==> src/rtl/cgb_pkg.sv <==
package cgb_pkg;
  localparam int unsigned AW = 20;

  localparam logic [AW-1:0] OFF_REV    = 20'h00008;
  localparam logic [AW-1:0] OFF_KICK0  = 20'h00038;
  localparam logic [AW-1:0] OFF_KICK1  = 20'h0003C;
  localparam logic [AW-1:0] OFF_MAC0   = 20'h00700;
  localparam logic [AW-1:0] OFF_MAC1   = 20'h00704;
  localparam logic [AW-1:0] OFF_LOCK   = 20'h40004;
  localparam logic [AW-1:0] OFF_DEVCTL = 20'h40008;
  localparam logic [AW-1:0] OFF_RMII   = 20'h40020;
  localparam logic [AW-1:0] OFF_ONCE   = 20'h4002C;

  localparam logic [31:0] KEY_FIRST  = 32'h83E70B13;
  localparam logic [31:0] KEY_SECOND = 32'h95A4F1E0;
  localparam logic [31:0] LOCK_KEY   = 32'h0F0A0B00;
  localparam int unsigned RMII_BIT   = 18;

  typedef enum logic [1:0] {KS_LOCKED, KS_HALF, KS_OPEN} kick_st_e;

  // Next state of the two-step kick gate for one bus cycle.
  function automatic kick_st_e kick_next(kick_st_e cur, logic hit0, logic hit1,
                                         logic [31:0] d);
    kick_next = cur;
    if (hit0)      kick_next = (d == KEY_FIRST) ? KS_HALF : KS_LOCKED;
    else if (hit1) kick_next = (cur == KS_HALF && d == KEY_SECOND) ? KS_OPEN : KS_LOCKED;
  endfunction

  // MAC readout word: sel=0 gives bytes 1..4, sel=1 gives bytes 5,6 then zero.
  function automatic logic [31:0] mac_word(logic [47:0] mac, logic sel);
    mac_word = sel ? {mac[15:0], 16'h0000} : mac[47:16];
  endfunction
endpackage

==> src/rtl/cgb_kick_fsm.sv <==
module cgb_kick_fsm
  import cgb_pkg::*;
(
  input  logic        clk,
  input  logic        rst_n,
  input  logic        hit0,
  input  logic        hit1,
  input  logic [31:0] wdata,
  output logic        open
);
  kick_st_e st_q;

  always_ff @(posedge clk) begin
    if (!rst_n) st_q <= KS_LOCKED;
    else        st_q <= kick_next(st_q, hit0, hit1, wdata);
  end

  assign open = (st_q == KS_OPEN);
endmodule

==> src/rtl/cgb_devctl.sv <==
module cgb_devctl #(
  parameter int unsigned NUM_DEV = 12,
  parameter int unsigned FLD_W   = 2,
  parameter int unsigned EN_CODE = 1,
  parameter int unsigned FIX_LSB = 30,
  parameter int unsigned FIX_EN  = 3
) (
  input  logic               clk,
  input  logic               rst_n,
  input  logic               wr,
  input  logic [31:0]        wdata,
  output logic [31:0]        rd_word,
  output logic [NUM_DEV-1:0] dev_en,
  output logic               fix_en
);
  localparam int unsigned CTL_W = NUM_DEV * FLD_W;

  logic [CTL_W-1:0] fld_q;
  logic             fix_q;

  for (genvar g = 0; g < NUM_DEV; g++) begin : g_fld
    always_ff @(posedge clk) begin
      if (!rst_n)  fld_q[g*FLD_W +: FLD_W] <= '0;
      else if (wr) fld_q[g*FLD_W +: FLD_W] <= wdata[g*FLD_W +: FLD_W];
    end
    assign dev_en[g] = (fld_q[g*FLD_W +: FLD_W] == FLD_W'(EN_CODE));
  end

  // The extra device only ever moves to enabled; other codes are ignored.
  always_ff @(posedge clk) begin
    if (!rst_n) fix_q <= 1'b0;
    else if (wr && wdata[FIX_LSB +: FLD_W] == FLD_W'(FIX_EN)) fix_q <= 1'b1;
  end

  always_comb begin
    rd_word = '0;
    rd_word[CTL_W-1:0] = fld_q;
    rd_word[FIX_LSB +: FLD_W] = fix_q ? FLD_W'(FIX_EN) : '0;
  end

  assign fix_en = fix_q;
endmodule

==> src/rtl/cgb_wonce.sv <==
module cgb_wonce #(
  parameter int unsigned W = 8
) (
  input  logic         clk,
  input  logic         rst_n,
  input  logic         wr,
  input  logic [W-1:0] wdata,
  output logic [W-1:0] value,
  output logic         done
);
  always_ff @(posedge clk) begin
    if (!rst_n) begin
      value <= '0;
      done  <= 1'b0;
    end else if (wr && !done) begin
      value <= wdata;
      done  <= 1'b1;
    end
  end
endmodule

==> src/rtl/cfg_guard_bank.sv <==
module cfg_guard_bank
  import cgb_pkg::*;
#(
  parameter int unsigned NUM_DEV = 12,
  parameter int unsigned FLD_W   = 2,
  parameter int unsigned EN_CODE = 1,
  parameter int unsigned FIX_LSB = 30,
  parameter int unsigned FIX_EN  = 3,
  parameter int unsigned WO_W    = 8,
  parameter int unsigned REV_LSB = 28,
  parameter int unsigned REV_W   = 4
) (
  input  logic               clk,
  input  logic               rst_n,
  input  logic [19:0]        bus_addr,
  input  logic               bus_we,
  input  logic [31:0]        bus_wdata,
  output logic [31:0]        bus_rdata,
  input  logic [REV_W-1:0]   silicon_rev,
  input  logic [47:0]        mac_fuse,
  output logic [NUM_DEV-1:0] dev_en,
  output logic               fix_en,
  output logic               rmii_rst,
  output logic [WO_W-1:0]    wo_cfg,
  output logic               wr_err
);
  // Address decode of the write strobe
  logic hit_k0, hit_k1, hit_lock, hit_dev, hit_rmii, hit_once, prot_hit;
  assign hit_k0   = bus_we && bus_addr == OFF_KICK0;
  assign hit_k1   = bus_we && bus_addr == OFF_KICK1;
  assign hit_lock = bus_we && bus_addr == OFF_LOCK;
  assign hit_dev  = bus_we && bus_addr == OFF_DEVCTL;
  assign hit_rmii = bus_we && bus_addr == OFF_RMII;
  assign hit_once = bus_we && bus_addr == OFF_ONCE;
  assign prot_hit = hit_lock | hit_dev | hit_rmii | hit_once;

  // Kick gate
  logic kick_open;
  cgb_kick_fsm u_kick (
    .clk(clk), .rst_n(rst_n), .hit0(hit_k0), .hit1(hit_k1),
    .wdata(bus_wdata), .open(kick_open)
  );

  // Lock register and per-register acceptance
  logic [31:0] lock_q;
  logic        dev_ok, wo_done, wr_accept, wr_reject;
  assign dev_ok    = kick_open && lock_q == LOCK_KEY;
  assign wr_accept = (hit_lock & kick_open) | (hit_dev & dev_ok) |
                     (hit_rmii & kick_open) | (hit_once & kick_open & ~wo_done);
  assign wr_reject = prot_hit & ~wr_accept;

  always_ff @(posedge clk) begin
    if (!rst_n) lock_q <= '0;
    else if (hit_lock && kick_open) lock_q <= bus_wdata;
  end

  // Device fields
  logic [31:0] dev_word;
  cgb_devctl #(
    .NUM_DEV(NUM_DEV), .FLD_W(FLD_W), .EN_CODE(EN_CODE),
    .FIX_LSB(FIX_LSB), .FIX_EN(FIX_EN)
  ) u_dev (
    .clk(clk), .rst_n(rst_n), .wr(hit_dev && dev_ok), .wdata(bus_wdata),
    .rd_word(dev_word), .dev_en(dev_en), .fix_en(fix_en)
  );

  // Write-once configuration
  cgb_wonce #(.W(WO_W)) u_once (
    .clk(clk), .rst_n(rst_n), .wr(hit_once && kick_open),
    .wdata(bus_wdata[WO_W-1:0]), .value(wo_cfg), .done(wo_done)
  );

  // RMII reset control and sticky error
  always_ff @(posedge clk) begin
    if (!rst_n) begin
      rmii_rst <= 1'b0;
      wr_err   <= 1'b0;
    end else begin
      if (hit_rmii && kick_open) rmii_rst <= bus_wdata[RMII_BIT];
      if (wr_reject)      wr_err <= 1'b1;
      else if (wr_accept) wr_err <= 1'b0;
    end
  end

  // Read mux
  always_comb begin
    bus_rdata = '0;
    case (bus_addr)
      OFF_REV:    bus_rdata[REV_LSB +: REV_W] = silicon_rev;
      OFF_MAC0:   bus_rdata = mac_word(mac_fuse, 1'b0);
      OFF_MAC1:   bus_rdata = mac_word(mac_fuse, 1'b1);
      OFF_LOCK:   bus_rdata = lock_q;
      OFF_DEVCTL: bus_rdata = dev_word;
      OFF_RMII:   bus_rdata[RMII_BIT] = rmii_rst;
      OFF_ONCE:   bus_rdata[WO_W-1:0] = wo_cfg;
      default:    bus_rdata = '0;
    endcase
  end
endmodule

==> config.mk <==
export PLATFORM = sky130hd
export DESIGN_NAME = cfg_guard_bank
export DESIGN_NICKNAME = d
export VERILOG_FILES = /design/src/rtl/cgb_pkg.sv /design/src/rtl/cgb_kick_fsm.sv /design/src/rtl/cgb_devctl.sv /design/src/rtl/cgb_wonce.sv /design/src/rtl/cfg_guard_bank.sv
export SDC_FILE = /design/constraint.sdc
export NUM_CORES = 1
export LEC_CHECK = 0
export CAP_MARGIN = 15
export CORE_MARGIN = 1
export CORE_UTILIZATION = 48
export CTS_BUF_LIST = sky130_fd_sc_hd__clkbuf_4 sky130_fd_sc_hd__clkbuf_8
export CTS_CLUSTER_SIZE = 8
export DETAILED_ROUTE_END_ITERATION = 12
export DONT_BUFFER_PORTS = 1
export GPL_TIMING_DRIVEN = 0
export PLACE_DENSITY = 0.74
export SLEW_MARGIN = 20
export SYNTH_ARGS = -nofsm -noshare
export SYNTH_HDL_FRONTEND = slang
export SYNTH_HIERARCHICAL = 1
export SYNTH_SLANG_ARGS = --single-unit
export TNS_END_PERCENT = 1
==> constraint.sdc <==
create_clock -name clk -period 2.5 [get_ports clk]
set_clock_uncertainty 0.2 [all_clocks]
set_input_delay 0.125 -clock clk [delete_from_list [all_inputs] [get_ports clk]]
set_output_delay 0.125 -clock clk [all_outputs]
set_load 0.03 [all_outputs]
-- Yosys cells after proc, flatten, opt, wreduce, memory -nomap -nowiden
Cells that the tools add are included.
Widths: inputs -> output; s select.
- reductions and logical operators: 17
- eq/ne operators: 27
- bitwise operators: 14
- muxes and demuxes: 12
- operators by type and width (kind ; number):
    $eq 20x19->1 const B ; 4
    $eq 32x32->1 const B ; 2
    $eq 20x11->1 const B ; 2
    $eq 20x6->1 const B ; 2
    $pmux 10 s4 ; 1
    $pmux 9 s4 ; 1
    $eq 32x28->1 const B ; 1
    $pmux 8 s4 ; 1
    $eq 2x1->1 const B ; 13
    $eq 20x4->1 const B ; 1
    $pmux 4 s5 ; 1
    $logic_and 1x1->1 ; 14
    $mux 2 ; 4
    $and 1x1->1 ; 6
    $or 1x1->1 ; 6
    $pmux 1 s5 ; 1
    $eq 2x2->1 const B ; 2
    $reduce_bool 2->1 ; 2
    $mux 1 ; 3
    $not 1->1 ; 2
    $logic_not 1->1 ; 1
- output and inout port bits: 55
- flip-flop bits (word level): 70

-- Logic depth before layout (Yosys ltp)
- depth in word-level cells: 9
- gate-level depth with buffers: 9
- mapped depth without buffers: 8

-- By module
Netlist, hierarchy kept.
- modules (own cells, without submodules) (module ; sequential area each (um2) ; cells an instance ; area an instance (um2) ; times used):
    cfg_guard_bank ; 680.7 ; 264 ; 2336.0 ; 1
    cgb_devctl ; 500.5 ; 101 ; 1101.1 ; 1
    cgb_wonce ; 180.2 ; 38 ; 375.4 ; 1
    cgb_kick_fsm ; 40.0 ; 30 ; 235.2 ; 1

-- Worst setup path before layout
No wires, ideal clock.
- kind: input to register
- from: input port bus_addr[11]
- to: register u_dev.fld_q[0] (netlist: u_dev/rd_word[0])
- stages on the path: 9
- path buffers: 3
- setup slack: -0.260 ns
- data arrival time: 2.444 ns
- library setup time: 0.116 ns
- data required time: 2.184 ns
- cells stage by stage: or4_1 or3b_1 buf_6 or4_4 nor4_4 buf_6 buf_12 mux2i_1 nor2b_1
- longest elaborated chain between the ends: 3
- ends and longest elaborated chain (element ; line ; text):
    start, declared ; cfg_guard_bank.sv:15 ; input logic [19:0] bus_addr,
    $eq 20x19->1 ; cfg_guard_bank.sv:32 ; assign hit_dev = bus_we && bus_addr == OFF_DEVCTL;
    $logic_and 1x1->1 ; cfg_guard_bank.sv:32 ;
    $logic_and 1x1->1 ; cfg_guard_bank.sv:63 ; .clk(clk), .rst_n(rst_n), .wr(hit_dev && dev_ok), .wdata(bus_wdata),
    end signal, assigned by index ; cgb_devctl.sv:24 ; else if (wr) fld_q[g*FLD_W +: FLD_W] <= wdata[g*FLD_W +: FLD_W];
    end, declared ; cgb_devctl.sv:18 ; logic [CTL_W-1:0] fld_q;
No other way between the ends.
A chain may end at the register's enable or synchronous reset.

-- Worst setup path after layout
- from: input port bus_addr[5]
- to: register u_dev.fld_q[9] (netlist: u_dev/rd_word[9])
The elaborated chain is that of the path after synthesis.

==> metrics.sh <==
FINALCRITPERIODSHARE_PCT=104
ASYNC_FLOP_SHARE_PCT=0
GRT_PASS1_WL_MM=19.3
FINALSETUPVIOLATIONS=29
SYNTH_XOR_AREA_SHARE_PCT=0.216
YOSYS_REGISTER_BITS=70
WORSTPATHMAXFANOUT=10
PORT-BUFFER-COUNT=0
DPL-INSTANCE-AREA_UM2=4210
SLEW_HEADROOM_PCT=50.3
CLK_PATH_BUF_DEPTH=2
ANT_NETS=0
SYNTH_AREA_PER_CELL_UM2=9.35
MIN-DELAY-PATH-CLASS='in2reg'
NUMBER_OF_GLOBAL_ROUTE_VIAS_BEFORE_REPAIR=3684
SYNTH_COMPOUND_AREA_SHARE_PCT=15.9
POST-DP-HPWL_MM=9.22
STD_CELL_CORE_AREA_UM2=8180
MIN_PERIOD_PS=2600
SYNTH.YOSYS.SEQ_AREA_SHARE_PCT=34.6
GRT_OVERFLOW_TOTAL=0
AREA_GROWTH_SYN_TO_LAYOUT_PCT=22.3
FRACTION_OF_FINAL_LAYOUT_CELLS_SIZED_BEYOND_DRIVE_STRENGTH_1_PCT=19.1
WORST_SLEW_PIN_SLEW_PS=738
NUMBER_OF_SYNTHESIZED_FLOPS_WITH_AN_ENABLE_PIN=0
CP_SLOWEST_STAGE_DELAY_PS=650
CLOCK_TREE_FROM_TRITONCTS='built'
YOSYS_WARNINGS=6
WHS_PS=6.63
POWER.DENSITY_CELL_AREA_nW_PER_UM2=463
POWER.IR.VDD_WORST_mV=0.295
INITIAL_ANTENNA_VIOLATION_COUNT=0
CLOCK_LATENCY_PS=360
RUN_STATUS='finished with violations'
HOLD_VIOLATIONS=0
CRITICAL_PATH.ENDPOINT_TYPE='register'
WIRE_PER_INST_UM=21.0
DR.PASS1.ITERS=5
NETS=600
GP_CONGESTION=0.896
FLOORPLAN.IO_PINS=162
SYNTH_TOP_FAMILY_BY_AREA='simple AND/OR/NAND/NOR gates'
CTSHTREEMAXLEVEL=3
FINISH.INSTANCE_AREA_UM2=4950
DR_TOTAL_VIAS=3720
MAX_CAP_VIOLATIONS=0
CTS_BUFFERS=9
P_TOTAL_mW=2.29
STATIC_LEAKAGE_nW=1.72
CLK_PIN_SLEW_PS=80
VIOLATIONS='negative setup slack'
POST_SYNTH_MUX_AREA_SHARE_PCT=15.8
SYNTHADDERAREAFRAC_PCT=0
FLOORPLAN.DIE.WIDTH_UM=93.8
WIRELENGTH_MM=12.7
FINALCOREUTILIZATION_PCT=60.6
CPLARGESTDELAYFAMILY='simple AND/OR/NAND/NOR gates'
START_UTIL_PCT=49.5
DIEHEIGHT_UM=93.8
CRIT_PATH_BUF_INV_COUNT=2
N_ANTENNA_CELL=0
SYN_INST=433
SYNTH.CELL_AREA_UM2=4050
GRT_MAX_DEGREE=14
TIMING.CRITICAL_PATH.SLOWEST_STAGE_CELL='nor4_1'
CRITICALPATHCATEGORY='in2reg'
CP_CELL_SEQUENCE='nor4_1 > nand4_1 > or4_4 > nor4_4 > buf_6 > buf_12 > mux2i_1 > nor2b_1'
DOMINANTREGCELLSYNTH='dfxtp_1'
CTS-ROOT-BUF='clkbuf_8'
RSZ0062_AT_GRT='yes'
POST-ROUTE-WORST-SETUP-SLACK_PS=-104
FINAL_MAX_SLEW_VIOL_COUNT=0
GLOBALROUTETOTALUTIL_PCT=29.1
TIMING.CRITICAL_PATH.ARRIVAL_PS=2650
DRC_ERRORS=0
DIEAREA_UM2=8800
CLOCK.FMAX_MHz=384
DRT_FIRST_ITER_VIOLATIONS=220
CRITPATHLAUNCHTYPE='input port'
WORST_EP_REQUIRED_TIME_PS=2540
CLOCK-SINKS=70
ROWS=33
SYNTHDISTINCTLIBCELLS=52
SYNTH-SIMPLE-AREA-SHARE_PCT=26.5
ROUTED_VIA_COUNT_DIVIDED_BY_CELL_COUNT=6.17
[synth_stat cells, types with 3 or more instances]
cell	instances	area [um^2]
dfxtp_1	70	1400
mux2i_1	64	641
nor2_1	51	191
nor2b_1	38	238
nand2_1	30	113
a22oi_1	20	150
a221o_1	19	190
a22o_1	16	140
buf_4	9	67.6
buf_6	9	101
clkbuf_1	9	33.8
nor4_1	9	56.3
a21o_1	8	60.1
nand4_1	8	50.1
nand3_1	7	35.0
nor3_1	7	35.0
buf_2	6	30.0
nor4b_1	4	35.0
o211ai_1	4	30.0
nor4bb_1	3	30.0
[stage by stage]
step / setup TNS, ps / setup slack [ps] / cells
2_1_floorplan: -6470 / -260 / 438
3_3_place_gp: -23290 / -627 / 543
3_5_place_dp: -27530 / -493 / 544
4_1_cts: -1300 / -85.1 / 603
5_1_grt: -4410 / -168 / 603
6_report: -1910 / -104 / 603
[logic make-up after synthesis]
logic type / count (synthesis)
simple gates: 183
compound gates: 78
flops: 70
mux: 64
buf+inv: 36
xor+xnor: 1
other cells: 1
[metal layers]
layer / routed length (um) / global-route usage, %
met2: 6210 / 48.2
met5: 0 / 0
met3: 831 / 5.26
met4: 239 / 12.3
met1: 5380 / 36.9
[state kept, by name (all words and copies together) (netlist names)]
signal and cells:
u_dev/fix_en 1, rmii_rst 1, u_once/done 1, u_dev/rd_word 24, u_once/value 8, wr_err 1, lock_q 32, u_kick/st_q 2
[layout make-up]
class	count	area, um^2
clock inverters	7	98.8
plain buffers	35	294
multi-input cells	332	2470
fillers	699	3220
well taps	105	131
flip-flops and latches	70	1400
inverters	1	3.75
repair buffers	44	429
clock buffers	9	124
[worst paths after layout]
kind                                     from                       endpoint  slack, ps  cells after the start
hold reg to reg   u_kick/st_q[0]$_SDFFE_PN0P_    u_kick/st_q[0]$_SDFFE_PN0P_        280                      2
hold / removal                          rst_n  u_dev/rd_word[5]$_SDFFE_PN0P_          7                      2
setup / recovery                  bus_addr[5]  u_dev/rd_word[9]$_SDFFE_PN0P_       -100                      8
setup reg to reg       lock_q[4]$_SDFFE_PN0P_  u_dev/rd_word[9]$_SDFFE_PN0P_        -40                      7
[placed cells by master (no fill, tap or decap), drive strengths merged, types with 2 or more instances in the layout]
| cell | n |
|---|---|
| bufinv | 2 |
| clkinv | 4 |
| nor2b | 39 |
| nor2 | 53 |
| nor3 | 9 |
| a22o | 16 |
| mux2i | 64 |
| o211ai | 4 |
| or3 | 3 |
| and4b | 2 |
| conb | 6 |
| a221o | 19 |
| or4 | 3 |
| o21ai | 4 |
| nor4 | 11 |
| dlygate4sd3 | 39 |
| nand2 | 30 |
| and2 | 2 |
| nor4b | 6 |
| nand4bb | 2 |
| a22oi | 20 |
| a21o | 8 |
| buf | 31 |
| nand4 | 8 |
| nand3 | 7 |
| nor4bb | 3 |
| clkbuf | 18 |
| dfxtp | 70 |
[power breakdown]
group,total (mW),switching [mW],internal (mW)
Clock,1.02,0.454,0.564
Combinational,0.158,0.0800,0.0783
Sequential,1.11,0.000000153,1.11
Total,2.29,0.534,1.76
[timing repair]
item	4_1_cts	5_1_grt
hold endpoints to repair	70	0
hold buffers	39	0
gates cloned	0	0
setup buffers	4	0
gates resized for setup	25	19
setup endpoints to repair	52	57
pin swaps	7	2
No activity file was read; power rests on OpenSTA's default activity.
